$ cat config.mk
export PLATFORM = sky130hd
export DESIGN_NAME = rtc_calendar_core
export DESIGN_NICKNAME = d
export VERILOG_FILES = /design/src/rtl/rtc_pkg.sv /design/src/rtl/rtc_prescaler.sv /design/src/rtl/rtc_datetime.sv /design/src/rtl/rtc_alarm_unit.sv /design/src/rtl/rtc_calendar_core.sv
export SDC_FILE = /design/constraint.sdc
export NUM_CORES = 1
export LEC_CHECK = 0
export ABC_CLOCK_PERIOD_IN_PS = 7820
export BUFFER_PORTS_ARGS = -buffer_cell sky130_fd_sc_hd__buf_2
export CELL_PAD_IN_SITES_DETAIL_PLACEMENT = 1
export CELL_PAD_IN_SITES_GLOBAL_PLACEMENT = 2
export CORE_ASPECT_RATIO = 1.25
export CORE_MARGIN = 3
export CORE_UTILIZATION = 25
export CTS_BUF_LIST = sky130_fd_sc_hd__clkbuf_8
export CTS_CLUSTER_SIZE = 28
export DETAILED_ROUTE_END_ITERATION = 16
export MAX_ROUTING_LAYER = met4
export PLACE_DENSITY_LB_ADDON = 0.2
export SYNTH_ARGS = -nofsm -noshare
export SYNTH_HDL_FRONTEND = slang
export SYNTH_SLANG_ARGS = --single-unit
$ cat constraint.sdc
create_clock -name clk -period 7.82 [get_ports clk]
set_clock_uncertainty 0.05 [all_clocks]
set_input_delay 1.564 -clock clk [delete_from_list [all_inputs] [get_ports clk]]
set_output_delay 1.564 -clock clk [all_outputs]
set_load 0.03 [all_outputs]
$ cat src/rtl/rtc_pkg.sv
// Package: shared calendar types and month-length helpers.
// Assumes binary (not BCD) fields and a full calendar year.
package rtc_pkg;
    localparam int REG_W = 32;

    typedef struct packed {
        logic [11:0] year;
        logic [3:0]  month;
        logic [4:0]  day;
    } rtc_date_t;

    typedef struct packed {
        logic [4:0] hour;
        logic [5:0] minute;
        logic [5:0] second;
    } rtc_time_t;

    // Gregorian leap rule
    function automatic logic is_leap(input logic [11:0] y);
        int yi;
        yi = int'(y);
        return ((yi % 4 == 0) && (yi % 100 != 0)) || (yi % 400 == 0);
    endfunction

    // Number of days in a month for a given leap status
    function automatic logic [4:0] month_len(input logic [3:0] m, input logic leap);
        case (m)
            4'd2:                    return leap ? 5'd29 : 5'd28;
            4'd4, 4'd6, 4'd9, 4'd11: return 5'd30;
            default:                 return 5'd31;
        endcase
    endfunction
endpackage

$ cat src/rtl/rtc_prescaler.sv
// Module: rtc_prescaler
// Counts oscillator strobes and emits a one-cycle tick every (divider+1)
// strobes. Assumes osc_tick is already synchronous to clk. A restart
// clears the count and suppresses a tick in the same cycle.
module rtc_prescaler #(
    parameter int DIV_W = 16
) (
    input  logic             clk,
    input  logic             rst_n,
    input  logic             osc_tick,
    input  logic             restart,
    input  logic [DIV_W-1:0] divider,
    output logic             sec_tick
);
    logic [DIV_W-1:0] cnt_q;
    logic             at_end;

    // Terminal count; >= keeps a lowered divider from stalling the count
    assign at_end   = (cnt_q >= divider);
    assign sec_tick = osc_tick && !restart && at_end;

    // Strobe counter with restart
    always_ff @(posedge clk) begin
        if (!rst_n)             cnt_q <= '0;
        else if (restart)       cnt_q <= '0;
        else if (osc_tick)      cnt_q <= at_end ? '0 : cnt_q + 1'b1;
    end


    presc_wrap_chk: assert property (@(posedge clk) disable iff (!rst_n)
        sec_tick |=> (cnt_q == '0));

    presc_hold_chk: assert property (@(posedge clk) disable iff (!rst_n)
        (!osc_tick && !restart) |=> $stable(cnt_q));

    presc_restart_chk: assert property (@(posedge clk) disable iff (!rst_n)
        restart |=> (cnt_q == '0));
endmodule

$ cat src/rtl/rtc_datetime.sv
// Module: rtc_datetime
// Holds the running time and date words and computes their one-second
// successor. A word write has priority over a tick for that word.
// Out-of-range field values are treated as the wrap point.
module rtc_datetime
    import rtc_pkg::*;
#(
    parameter int RESET_YEAR = 2000
) (
    input  logic      clk,
    input  logic      rst_n,
    input  logic      sec_tick,
    input  logic      time_we,
    input  rtc_time_t time_wdata,
    input  logic      date_we,
    input  rtc_date_t date_wdata,
    output rtc_time_t cur_time,
    output rtc_date_t cur_date,
    output rtc_time_t next_time,
    output rtc_date_t next_date
);
    logic sec_wrap, min_wrap, hour_wrap, day_end, year_end;
    logic [4:0] mlen;

    // Carry chain from seconds up to the year
    always_comb begin
        sec_wrap  = (cur_time.second >= 6'd59);
        min_wrap  = sec_wrap && (cur_time.minute >= 6'd59);
        hour_wrap = min_wrap && (cur_time.hour >= 5'd23);
        mlen      = month_len(cur_date.month, is_leap(cur_date.year));
        day_end   = hour_wrap && (cur_date.day >= mlen);
        year_end  = day_end && (cur_date.month >= 4'd12);

        next_time.second = sec_wrap  ? 6'd0 : cur_time.second + 6'd1;
        next_time.minute = !sec_wrap ? cur_time.minute :
                           (min_wrap ? 6'd0 : cur_time.minute + 6'd1);
        next_time.hour   = !min_wrap ? cur_time.hour :
                           (hour_wrap ? 5'd0 : cur_time.hour + 5'd1);

        next_date.day    = !hour_wrap ? cur_date.day :
                           (day_end ? 5'd1 : cur_date.day + 5'd1);
        next_date.month  = !day_end ? cur_date.month :
                           (year_end ? 4'd1 : cur_date.month + 4'd1);
        next_date.year   = year_end ? cur_date.year + 12'd1 : cur_date.year;
    end

    // Time word register
    always_ff @(posedge clk) begin
        if (!rst_n)        cur_time <= '0;
        else if (time_we)  cur_time <= time_wdata;
        else if (sec_tick) cur_time <= next_time;
    end

    // Date word register
    always_ff @(posedge clk) begin
        if (!rst_n)        cur_date <= '{year: 12'(RESET_YEAR), month: 4'd1, day: 5'd1};
        else if (date_we)  cur_date <= date_wdata;
        else if (sec_tick) cur_date <= next_date;
    end


    sec_step_chk: assert property (@(posedge clk) disable iff (!rst_n)
        (sec_tick && !time_we && cur_time.second < 6'd59)
        |=> cur_time.second == $past(cur_time.second) + 6'd1);

    time_hold_chk: assert property (@(posedge clk) disable iff (!rst_n)
        (!sec_tick && !time_we) |=> $stable(cur_time));

    date_hold_chk: assert property (@(posedge clk) disable iff (!rst_n)
        (!sec_tick && !date_we) |=> $stable(cur_date));
endmodule

$ cat src/rtl/rtc_alarm_unit.sv
// Module: rtc_alarm_unit
// Stores the alarm date/time pair, the detect flag and its enable.
// The comparison uses the calendar value the tick is about to load,
// so the flag rises on the same edge the calendar reaches the alarm.
module rtc_alarm_unit
    import rtc_pkg::*;
(
    input  logic      clk,
    input  logic      rst_n,
    input  logic      sec_tick,
    input  rtc_time_t next_time,
    input  rtc_date_t next_date,
    input  logic      atime_we,
    input  rtc_time_t atime_wdata,
    input  logic      adate_we,
    input  rtc_date_t adate_wdata,
    input  logic      stat_we,
    input  logic      clr_flag,
    input  logic      en_wdata,
    output rtc_time_t alarm_time,
    output rtc_date_t alarm_date,
    output logic      flag_q,
    output logic      en_q
);
    logic hit;

    // Full six-field match, only on a tick
    assign hit = sec_tick && (next_time == alarm_time) && (next_date == alarm_date);

    // Alarm word registers
    always_ff @(posedge clk) begin
        if (!rst_n) begin
            alarm_time <= '0;
            alarm_date <= '0;
        end else begin
            if (atime_we) alarm_time <= atime_wdata;
            if (adate_we) alarm_date <= adate_wdata;
        end
    end

    // Sticky detect flag (set wins over clear) and enable bit
    always_ff @(posedge clk) begin
        if (!rst_n) begin
            flag_q <= 1'b0;
            en_q   <= 1'b0;
        end else begin
            if (hit)                      flag_q <= 1'b1;
            else if (stat_we && clr_flag) flag_q <= 1'b0;
            if (stat_we)                  en_q   <= en_wdata;
        end
    end


    flag_on_tick_chk: assert property (@(posedge clk) disable iff (!rst_n)
        $rose(flag_q) |-> $past(sec_tick));

    flag_clear_chk: assert property (@(posedge clk) disable iff (!rst_n)
        (stat_we && clr_flag && !sec_tick) |=> !flag_q);
endmodule

$ cat src/rtl/rtc_calendar_core.sv
// Module: rtc_calendar_core (top)
// Register decode, divider/trim storage and read multiplexer around the
// prescaler, calendar and alarm units. Assumes a single clock domain and
// word-wide accesses; unmapped addresses read zero and ignore writes.
module rtc_calendar_core
    import rtc_pkg::*;
#(
    parameter int DIV_W       = 16,
    parameter int DEFAULT_DIV = 32767,
    parameter int RESET_YEAR  = 2000
) (
    input  logic        clk,
    input  logic        rst_n,
    input  logic        osc_tick,
    input  logic [7:0]  bus_addr,
    input  logic        bus_we,
    input  logic [31:0] bus_wdata,
    output logic [31:0] bus_rdata,
    output logic        sec_tick,
    output logic        alarm_irq
);
    localparam logic [7:0] A_STAT  = 8'h08;
    localparam logic [7:0] A_TRIM  = 8'h0C;
    localparam logic [7:0] A_TIME  = 8'h10;
    localparam logic [7:0] A_DATE  = 8'h14;
    localparam logic [7:0] A_ATIME = 8'h18;
    localparam logic [7:0] A_ADATE = 8'h1C;
    localparam int FLAG_BIT = 4;
    localparam int EN_BIT   = 5;
    localparam logic [REG_W-1:0] TRIM_DEFAULT = REG_W'(DEFAULT_DIV);

    logic [REG_W-1:0] trim_q;
    logic we_stat, we_trim, we_time, we_date, we_atime, we_adate;
    rtc_time_t cur_time, next_time, alarm_time;
    rtc_date_t cur_date, next_date, alarm_date;
    logic flag_q, en_q;

    // Write strobes per register
    assign we_stat  = bus_we && (bus_addr == A_STAT);
    assign we_trim  = bus_we && (bus_addr == A_TRIM);
    assign we_time  = bus_we && (bus_addr == A_TIME);
    assign we_date  = bus_we && (bus_addr == A_DATE);
    assign we_atime = bus_we && (bus_addr == A_ATIME);
    assign we_adate = bus_we && (bus_addr == A_ADATE);

    // Divider/trim register; zero substitutes the default divider
    always_ff @(posedge clk) begin
        if (!rst_n)       trim_q <= TRIM_DEFAULT;
        else if (we_trim) trim_q <= (bus_wdata == '0) ? TRIM_DEFAULT : bus_wdata;
    end

    rtc_prescaler #(.DIV_W(DIV_W)) u_presc (
        .clk      (clk),
        .rst_n    (rst_n),
        .osc_tick (osc_tick),
        .restart  (we_time || we_date),
        .divider  (trim_q[DIV_W-1:0]),
        .sec_tick (sec_tick)
    );

    rtc_datetime #(.RESET_YEAR(RESET_YEAR)) u_cal (
        .clk        (clk),
        .rst_n      (rst_n),
        .sec_tick   (sec_tick),
        .time_we    (we_time),
        .time_wdata (rtc_time_t'(bus_wdata[16:0])),
        .date_we    (we_date),
        .date_wdata (rtc_date_t'(bus_wdata[20:0])),
        .cur_time   (cur_time),
        .cur_date   (cur_date),
        .next_time  (next_time),
        .next_date  (next_date)
    );

    rtc_alarm_unit u_alarm (
        .clk         (clk),
        .rst_n       (rst_n),
        .sec_tick    (sec_tick),
        .next_time   (next_time),
        .next_date   (next_date),
        .atime_we    (we_atime),
        .atime_wdata (rtc_time_t'(bus_wdata[16:0])),
        .adate_we    (we_adate),
        .adate_wdata (rtc_date_t'(bus_wdata[20:0])),
        .stat_we     (we_stat),
        .clr_flag    (bus_wdata[FLAG_BIT]),
        .en_wdata    (bus_wdata[EN_BIT]),
        .alarm_time  (alarm_time),
        .alarm_date  (alarm_date),
        .flag_q      (flag_q),
        .en_q        (en_q)
    );

    assign alarm_irq = flag_q && en_q;

    // Read multiplexer
    always_comb begin
        bus_rdata = '0;
        case (bus_addr)
            A_STAT:  begin
                bus_rdata[FLAG_BIT] = flag_q;
                bus_rdata[EN_BIT]   = en_q;
            end
            A_TRIM:  bus_rdata = trim_q;
            A_TIME:  bus_rdata = REG_W'(cur_time);
            A_DATE:  bus_rdata = REG_W'(cur_date);
            A_ATIME: bus_rdata = REG_W'(alarm_time);
            A_ADATE: bus_rdata = REG_W'(alarm_date);
            default: bus_rdata = '0;
        endcase
    end


    trim_nonzero_chk: assert property (@(posedge clk) disable iff (!rst_n)
        trim_q != '0);

    irq_gate_chk: assert property (@(posedge clk) disable iff (!rst_n)
        (we_stat && !bus_wdata[EN_BIT]) |=> !alarm_irq);
endmodule

## After elaboration in Yosys (flattened, before gate mapping)

Cells that the tools add are included.

| cells by class | value |
|---|---|
| bitwise logic cells | 1 |
| order comparisons | 6 |
| add/subtract/negate cells | 7 |
| reductions and logical operators | 29 |
| muxes and demuxes | 23 |
| divide/modulo/power cells | 2 |
| equal/unequal tests | 13 |

Operators by type and width:

| kind | number |
|---|---|
| 26-bit case mux with 5 select lines | 1 |
| 32-bit zero test | 3 |
| 21-bit two-way mux | 2 |
| 17-bit two-way mux | 2 |
| 8-bit by 5-bit == test with 1-bit output, second input constant | 4 |
| 13-bit by 10-bit remainder unit with 32-bit output, second input constant | 1 |
| 13-bit by 8-bit remainder unit with 32-bit output, second input constant | 1 |
| 32-bit two-way mux | 1 |
| 32-bit nonzero test | 1 |
| 21-bit == test | 1 |
| 5-bit two-way mux | 4 |
| 4-bit case mux with 5 select lines | 1 |
| 6-bit two-way mux | 3 |
| 17-bit == test | 1 |
| 1-bit logical AND | 17 |
| 16-bit by 1-bit adder with 16-bit output, second input constant | 1 |
| 8-bit by 4-bit == test with 1-bit output, second input constant | 2 |
| 16-bit greater-or-equal comparator | 1 |
| 16-bit two-way mux | 1 |
| 12-bit by 1-bit adder with 12-bit output, second input constant | 1 |
| 6-bit by 1-bit adder with 6-bit output, second input constant | 2 |
| 6-bit greater-or-equal comparator, second input constant | 2 |
| 12-bit two-way mux | 1 |
| 2-bit case mux with 6 select lines | 1 |
| 17 further kinds | 26 |

| storage, ports and cells | value |
|---|---|
| bits in registers | 126 |

## Depth between registers and ports, before layout

| logic depth | value |
|---|---|
| depth after elaboration | 14 |
| gate-level depth with buffers | 33 |
| depth with buffers taken out | 30 |

## Cells and area by module

Synthesis repeated with hierarchy kept, for this count alone.

| second synthesis, totals | value |
|---|---|
| cell total of the unflattened synthesis | 1141 |
| area total of the unflattened synthesis | 9332.7 µm² |

Modules (own cells, without submodules):

| module | times used | sequential area each (µm²) | area each (µm²) | cells an instance |
|---|---|---|---|---|
| rtc_datetime | 1 | 760.7 | 3956.3 | 542 |
| rtc_calendar_core | 1 | 640.6 | 2309.7 | 281 |
| rtc_alarm_unit | 1 | 800.8 | 1903.1 | 181 |
| rtc_prescaler | 1 | 320.3 | 1163.6 | 137 |

## Worst setup path after synthesis

No wires, ideal clock.

| timing | value |
|---|---|
| kind | reg2reg |
| start point | reg u_cal.cur_date[17] (netlist name) |
| end point | reg u_alarm.flag_q |
| setup slack | 0.923 ns |
| path buffers | 2 |
| arrival | 6.777 ns |
| cell stages (with the launch flop) | 32 |
| path through | dfxtp_1 > buf_2 > nor3_2 > nor2_1 > ha_1 > nor2b_1 > o221ai_4 > a211o_1 > and2_4 > o31a_1 > buf_6 > xnor2_4 > or4_1 > o221ai_2 > a2111oi_0 > nand4b_1 > a21oi_1 > mux2_4 > o21a_1 > ha_1 > nand2b_1 > a21o_1 > nand4_1 > nor3_4 > nand4_4 > nor3_4 > and3_2 > nand3_2 > xnor2_2 > xnor2_1 > or4_1 > a21oi_1 |

| on the way | value |
|---|---|
| word-level cells in the longest chain between the ends | 14 |
| elaborated cells on any way between the ends | 21 |
| classes of those cells | 1 x add/sub; 2 x div; 1 x order compare; 1 x eq/ne; 8 x mux; 8 x reduce/logical |

Ends and longest elaborated chain:

| what | line | text |
|---|---|---|
| 13-bit by 8-bit remainder unit with 32-bit output | rtc_pkg.sv:22 | `return ((yi % 4 == 0) && (yi % 100 != 0)) \|\| (yi % 400 == 0);` |
| 32-bit nonzero test | rtc_pkg.sv:22 |  |
| 1-bit logical AND | rtc_pkg.sv:22 |  |
| 1-bit logical OR | rtc_pkg.sv:22 |  |
| 1-bit two-way mux | rtc_pkg.sv:28 | `4'd2: return leap ? 5'd29 : 5'd28;` |
| 5-bit case mux with 2 select lines | rtc_pkg.sv:27 | `case (m)` |
| 5-bit greater-or-equal comparator | rtc_datetime.sv:31 | `day_end = hour_wrap && (cur_date.day >= mlen);` |
| 1-bit logical AND | rtc_datetime.sv:31 |  |
| 1-bit logical AND | rtc_datetime.sv:32 | `year_end = day_end && (cur_date.month >= 4'd12);` |
| 4-bit two-way mux | rtc_datetime.sv:43 | `(year_end ? 4'd1 : cur_date.month + 4'd1);` |
| 4-bit two-way mux | rtc_datetime.sv:42 | `next_date.month = !day_end ? cur_date.month :` |
| 21-bit == test (*) | rtc_alarm_unit.sv:28 | `assign hit = sec_tick && (next_time == alarm_time) && (next_date == alarm_date);` |
| 1-bit logical AND (*) | rtc_alarm_unit.sv:28 |  |
| 1-bit two-way mux or 2-bit nonzero test (tied branches) | n/a |  |
| end signal: assignment | rtc_alarm_unit.sv:44 | `flag_q <= 1'b0;` |
| end signal: assignment | rtc_alarm_unit.sv:47 | `if (hit) flag_q <= 1'b1;` |
| end signal: assignment | rtc_alarm_unit.sv:48 | `else if (stat_we && clr_flag) flag_q <= 1'b0;` |
| end: declaration | rtc_alarm_unit.sv:22 | `output logic flag_q,` |

Mark *: on every way between the ends. The rest lies on a longest branch, timed or not.
A chain may end at the register's enable or synchronous reset.

## Worst setup path in the final report

| timing | value |
|---|---|
| start point | reg u_cal.cur_date[16] (netlist name) |
| end point | reg u_alarm.flag_q |

| on the way | value |
|---|---|
| word-level cells in the longest chain between the ends | 14 |
| elaborated cells on any way between the ends | 21 |
| classes of those cells | 1 x add/sub; 2 x div; 1 x order compare; 1 x eq/ne; 8 x mux; 8 x reduce/logical |

Ends and longest elaborated chain:

| what | line |
|---|---|
| 13-bit by 8-bit remainder unit with 32-bit output | rtc_pkg.sv:22 |
| 32-bit nonzero test | rtc_pkg.sv:22 |
| 1-bit logical AND | rtc_pkg.sv:22 |
| 1-bit logical OR | rtc_pkg.sv:22 |
| 1-bit two-way mux | rtc_pkg.sv:28 |
| 5-bit case mux with 2 select lines | rtc_pkg.sv:27 |
| 5-bit greater-or-equal comparator | rtc_datetime.sv:31 |
| 1-bit logical AND | rtc_datetime.sv:31 |
| 1-bit logical AND | rtc_datetime.sv:32 |
| 4-bit two-way mux | rtc_datetime.sv:43 |
| 4-bit two-way mux | rtc_datetime.sv:42 |
| 21-bit == test (*) | rtc_alarm_unit.sv:28 |
| 1-bit logical AND (*) | rtc_alarm_unit.sv:28 |
| 1-bit two-way mux or 2-bit nonzero test (tied branches) | n/a |

Marked as above.

==> out/results.txt <==
Slowest stage cell, crit path - or4_1
Gr busiest metal - met2
Worst EP arrival - 7.72 ns
DRT Pass-1 Iters - 5
Hold Crit Class - flop to flop
Pre-CTS WS - 0.180 ns
Placed wire-length estimate - 28,200 um
H-Tree Depth - 4
Routed Antenna Nets - 0
Count of different cell masters after synthesis - 94
Area of placed instances - 9850 um^2
CP Launch Type - flop
Post-synthesis mux area share - 2.33%
GRT met1 Usage - 26.0%
Post-synth EDFFs - 0
Cell Area, Synth - 9090 um^2
Largest family of logic cells by synthesized area - compound AO/OA/AOI/OAI gates
Hold_buf cts - 0
Leakage Power - 3.89 nW
Fmax - 136 MHz
Worst Hold End - trim_q[28]$_SDFFE_PN0P_
Setup ws final - 0.470 ns
Root buffer cell - clkbuf_8
Grt total ovfl - 0
CP peak stage delay - 0.53 ns
Peak supply drop - 94.3 uV
Vias per cell - 5.38
Adder-Cell Fraction of Synth Area - 4.24%
Critical path's most frequent cell - nor3_4
Routed wire length - 39,200 um
Initial DRC count - 570
Worst reg2reg path startpoint - u_cal.cur_date[16]$_SDFFE_PN1P_
Xor and xnor area share after synthesis - 7.76%
Worst Path Buf+Inv - 2
Worst-case reg-to-reg path depth - 31
Final instance area - 10,300 um^2
Drc violations - 0
IO buf count - 77
GRT met2 Usage - 34.2%
Met3 usage - 2.46%
Outcome - complete, no violations
Antenna Cells - 0
Family with the most delay on the worst path - simple AND/OR/NAND/NOR gates
DIE WIDTH - 177 um
First-pass GRT wire length - 59,100 um
Initial antenna violation count - 0
Final period utilization - 94.0%
Final min period - 7.35 ns
Compound-Gate Fraction of Synth Area - 27.6%
CTS Buf Count - 17
CP Max Fanout - 10
Worst R2R End - u_alarm.flag_q$_SDFFE_PN0P_
TritonCTS clock tree - yes
R2R setup slack - 0.47 ns
Share of layout cells above drive strength 1 - 14.8%
Critical path class - flop to flop
Clock transition at path regs - 0.08 ns
Synth Area in Simple Gates - 24.8%
Seq cells post-synth - 126
Post-Synthesis Cells - 1,223
Slew Viols, Final - 0
Net count after synthesis - 1,297
Relative slew margins - 27.8%
Hold Startpoint - trim_q[28]$_SDFFE_PN0P_
Hold Path Cell Cnt - 2
Largest net degree at the start of global routing - 51
GRT Overall Usage - 20.6%
Crit path required time - 8.19 ns
IO Count - 78
Ys flop type - dfxtp_1
Vias post-DR - 9,359
WL/cell - 22.5 um
Clock latency on the worst-skew pair - 0.49 ns
Layout area overhead - 13.4%
Synth warn - 0
Vias in the first global route - 9,399
Total power - 0.00134 W
Share of the yosys chip area belonging to registers - 27.7%
Number of core rows - 77
Fin nets - 1,327
P per Cell Area - 130 nW/um^2
Worst-case clock buffer depth - 2
Die height - 219 um
FFs w/ async S/R, synth - 0%
Hold Fails Final Rpt - 0
Initial Util - 25.5%
# setup viols final - 0
Gp weighted congestion - 0.831
Avg Inst Size Synth - 7.43 um^2
Die area - 38,700 um^2
Placeable Area - 35,600 um^2
Worst Tran Pin Value - 1.08 ns
Sink Count - 126
Critical path capture point type - flop
Filler instances - 4,408
Max Cap Violations - 0
==> timing repair <==
item,CTS,global route
endpoints found under the setup margin,0,3
setup buffers,0,3
resized for setup,0,13
hold endpoints to repair,0,0
==> area by class of cell <==
type                       count  area, um^2  area share [%]
clock inverter                13         118            1.14
sequential                   126        2520            24.5
clock buffer                  19         262            2.54
inverter                      38         143            1.38
tap                          474         593            5.75
multi-input combinational    971        6120            59.4
timing repair buffer          99         551            5.34
==> layer usage <==
layer	vias up	wire [um]
li1	4478	-
met1	4688	18200
met2	147	19100
met3	46	855
met4	0	975
met5	-	0
==> metrics by stage <==
stage / TNS, ns / hold slack, ns / instances / utilization (%)
after global routing: -0.0148 / 0.428 / 1740 / 28.9
final: 0 / 0.405 / 1740 / 28.9
after global placement: 0 / 0.389 / 1705 / 27.6
after floorplan: 0 / 0.382 / 1223 / -
after detailed placement: 0 / 0.396 / 1705 / 27.6
after CTS: 0 / 0.408 / 1737 / 28.7
==> cells in the mapped netlist, drive strengths merged, types with 3 or more instances <==
master / count / area [um^2]
clkbuf: 67 / 251
xnor2: 46 / 429
nor2: 81 / 314
ha: 30 / 375
a21o: 19 / 143
inv: 37 / 139
a211o: 4 / 35.0
o22ai: 35 / 219
nor2b: 10 / 62.6
a211oi: 3 / 27.5
a2111oi: 4 / 41.3
nand2: 227 / 855
o211ai: 13 / 116
nand2b: 5 / 31.3
or3: 4 / 25.0
o31ai: 8 / 60.1
nor4: 15 / 93.8
a21oi: 96 / 488
mux2: 12 / 139
and3: 13 / 82.6
nor3: 22 / 143
o21a: 4 / 30.0
a221o: 4 / 40.0
nand4: 24 / 165
xor2: 29 / 254
nand4b: 5 / 43.8
or2: 4 / 25.0
nand3b: 3 / 22.5
and2: 20 / 128
a22oi: 37 / 278
a311oi: 9 / 91.3
dfxtp: 126 / 2520
nand3: 30 / 160
o31a: 3 / 26.3
o311ai: 8 / 70.1
mux2i: 6 / 72.6
or4: 3 / 22.5
a221oi: 6 / 52.6
buf: 21 / 110
o21ai: 68 / 340
o221ai: 11 / 126
a31oi: 21 / 131
==> registers in the layout (all words and copies together), names as in the netlist <==
name / count
u_cal.cur_date: 21
u_presc.cnt_q: 16
u_alarm.en_q: 1
u_alarm.flag_q: 1
u_cal.cur_time: 17
trim_q: 32
u_alarm.alarm_time: 17
u_alarm.alarm_date: 21
==> cell usage in the layout, fill, tap and decap left out, types with 7 or more instances in the layout <==
master / Yosys / final
and3_1: 12 / 12
xnor2_1: 44 / 44
clkinvlp_4: 0 / 7
a31oi_1: 21 / 21
a21o_1: 19 / 19
buf_4: 2 / 22
nand3_1: 28 / 28
a22oi_1: 37 / 37
nand4_1: 23 / 23
nor2b_1: 10 / 9
and2_1: 19 / 18
nand2_1: 226 / 226
xor2_1: 29 / 29
o311ai_0: 7 / 7
a21oi_1: 94 / 94
o221ai_1: 8 / 8
o21ai_0: 66 / 66
a311oi_1: 7 / 7
clkbuf_8: 0 / 19
nor4_1: 15 / 12
ha_1: 30 / 30
inv_1: 37 / 37
o31ai_1: 8 / 8
o211ai_1: 11 / 11
nor2_1: 79 / 78
nor3_1: 18 / 18
buf_2: 13 / 77
mux2_2: 11 / 11
dfxtp_1: 126 / 126
o22ai_1: 35 / 35
==> how the worst max path moves through the flow <==
stage	startpoint	cells after the start	endpoint	slack (ns)
CTS	u_cal.cur_date[16]$_SDFFE_PN1P_	29	u_alarm.flag_q$_SDFFE_PN0P_	0.08
detailed placement	u_cal.cur_date[16]$_SDFFE_PN1P_	28	u_alarm.flag_q$_SDFFE_PN0P_	0.18
global route	u_cal.cur_date[16]$_SDFFE_PN1P_	30	u_alarm.flag_q$_SDFFE_PN0P_	-0.01
floorplan	u_cal.cur_date[17]$_SDFFE_PN1P_	31	u_alarm.flag_q$_SDFFE_PN0P_	0.92
global placement	u_cal.cur_date[16]$_SDFFE_PN1P_	28	u_alarm.flag_q$_SDFFE_PN0P_	0.36
finish	u_cal.cur_date[16]$_SDFFE_PN1P_	31	u_alarm.flag_q$_SDFFE_PN0P_	0.47
==> report_power, final <==
part / internal [W] / leakage [nW] / total, W / switching, W
logic: 0.0000333 / 2.70 / 0.000115 / 0.0000820
registers: 0.000643 / 1.02 / 0.000647 / 0.00000409
clock network: 0.000267 / 0.174 / 0.000574 / 0.000307
==> tightest hold or removal path: stages, from the launching register on <==
cell	delay [ns]
dfxtp_1	0.31
nand2_1	0.05
a21oi_1	0.05
==> cells by family after synthesis <==
family / Yosys count
AO/OA/AOI/OAI: 371
multiplexers: 18
XOR/XNOR: 76
adder cells (fa/ha/maj): 31
AND/OR/NAND/NOR: 475
buffers and inverters: 126
flip-flops: 126
Power figures use the tool's default switching activity.
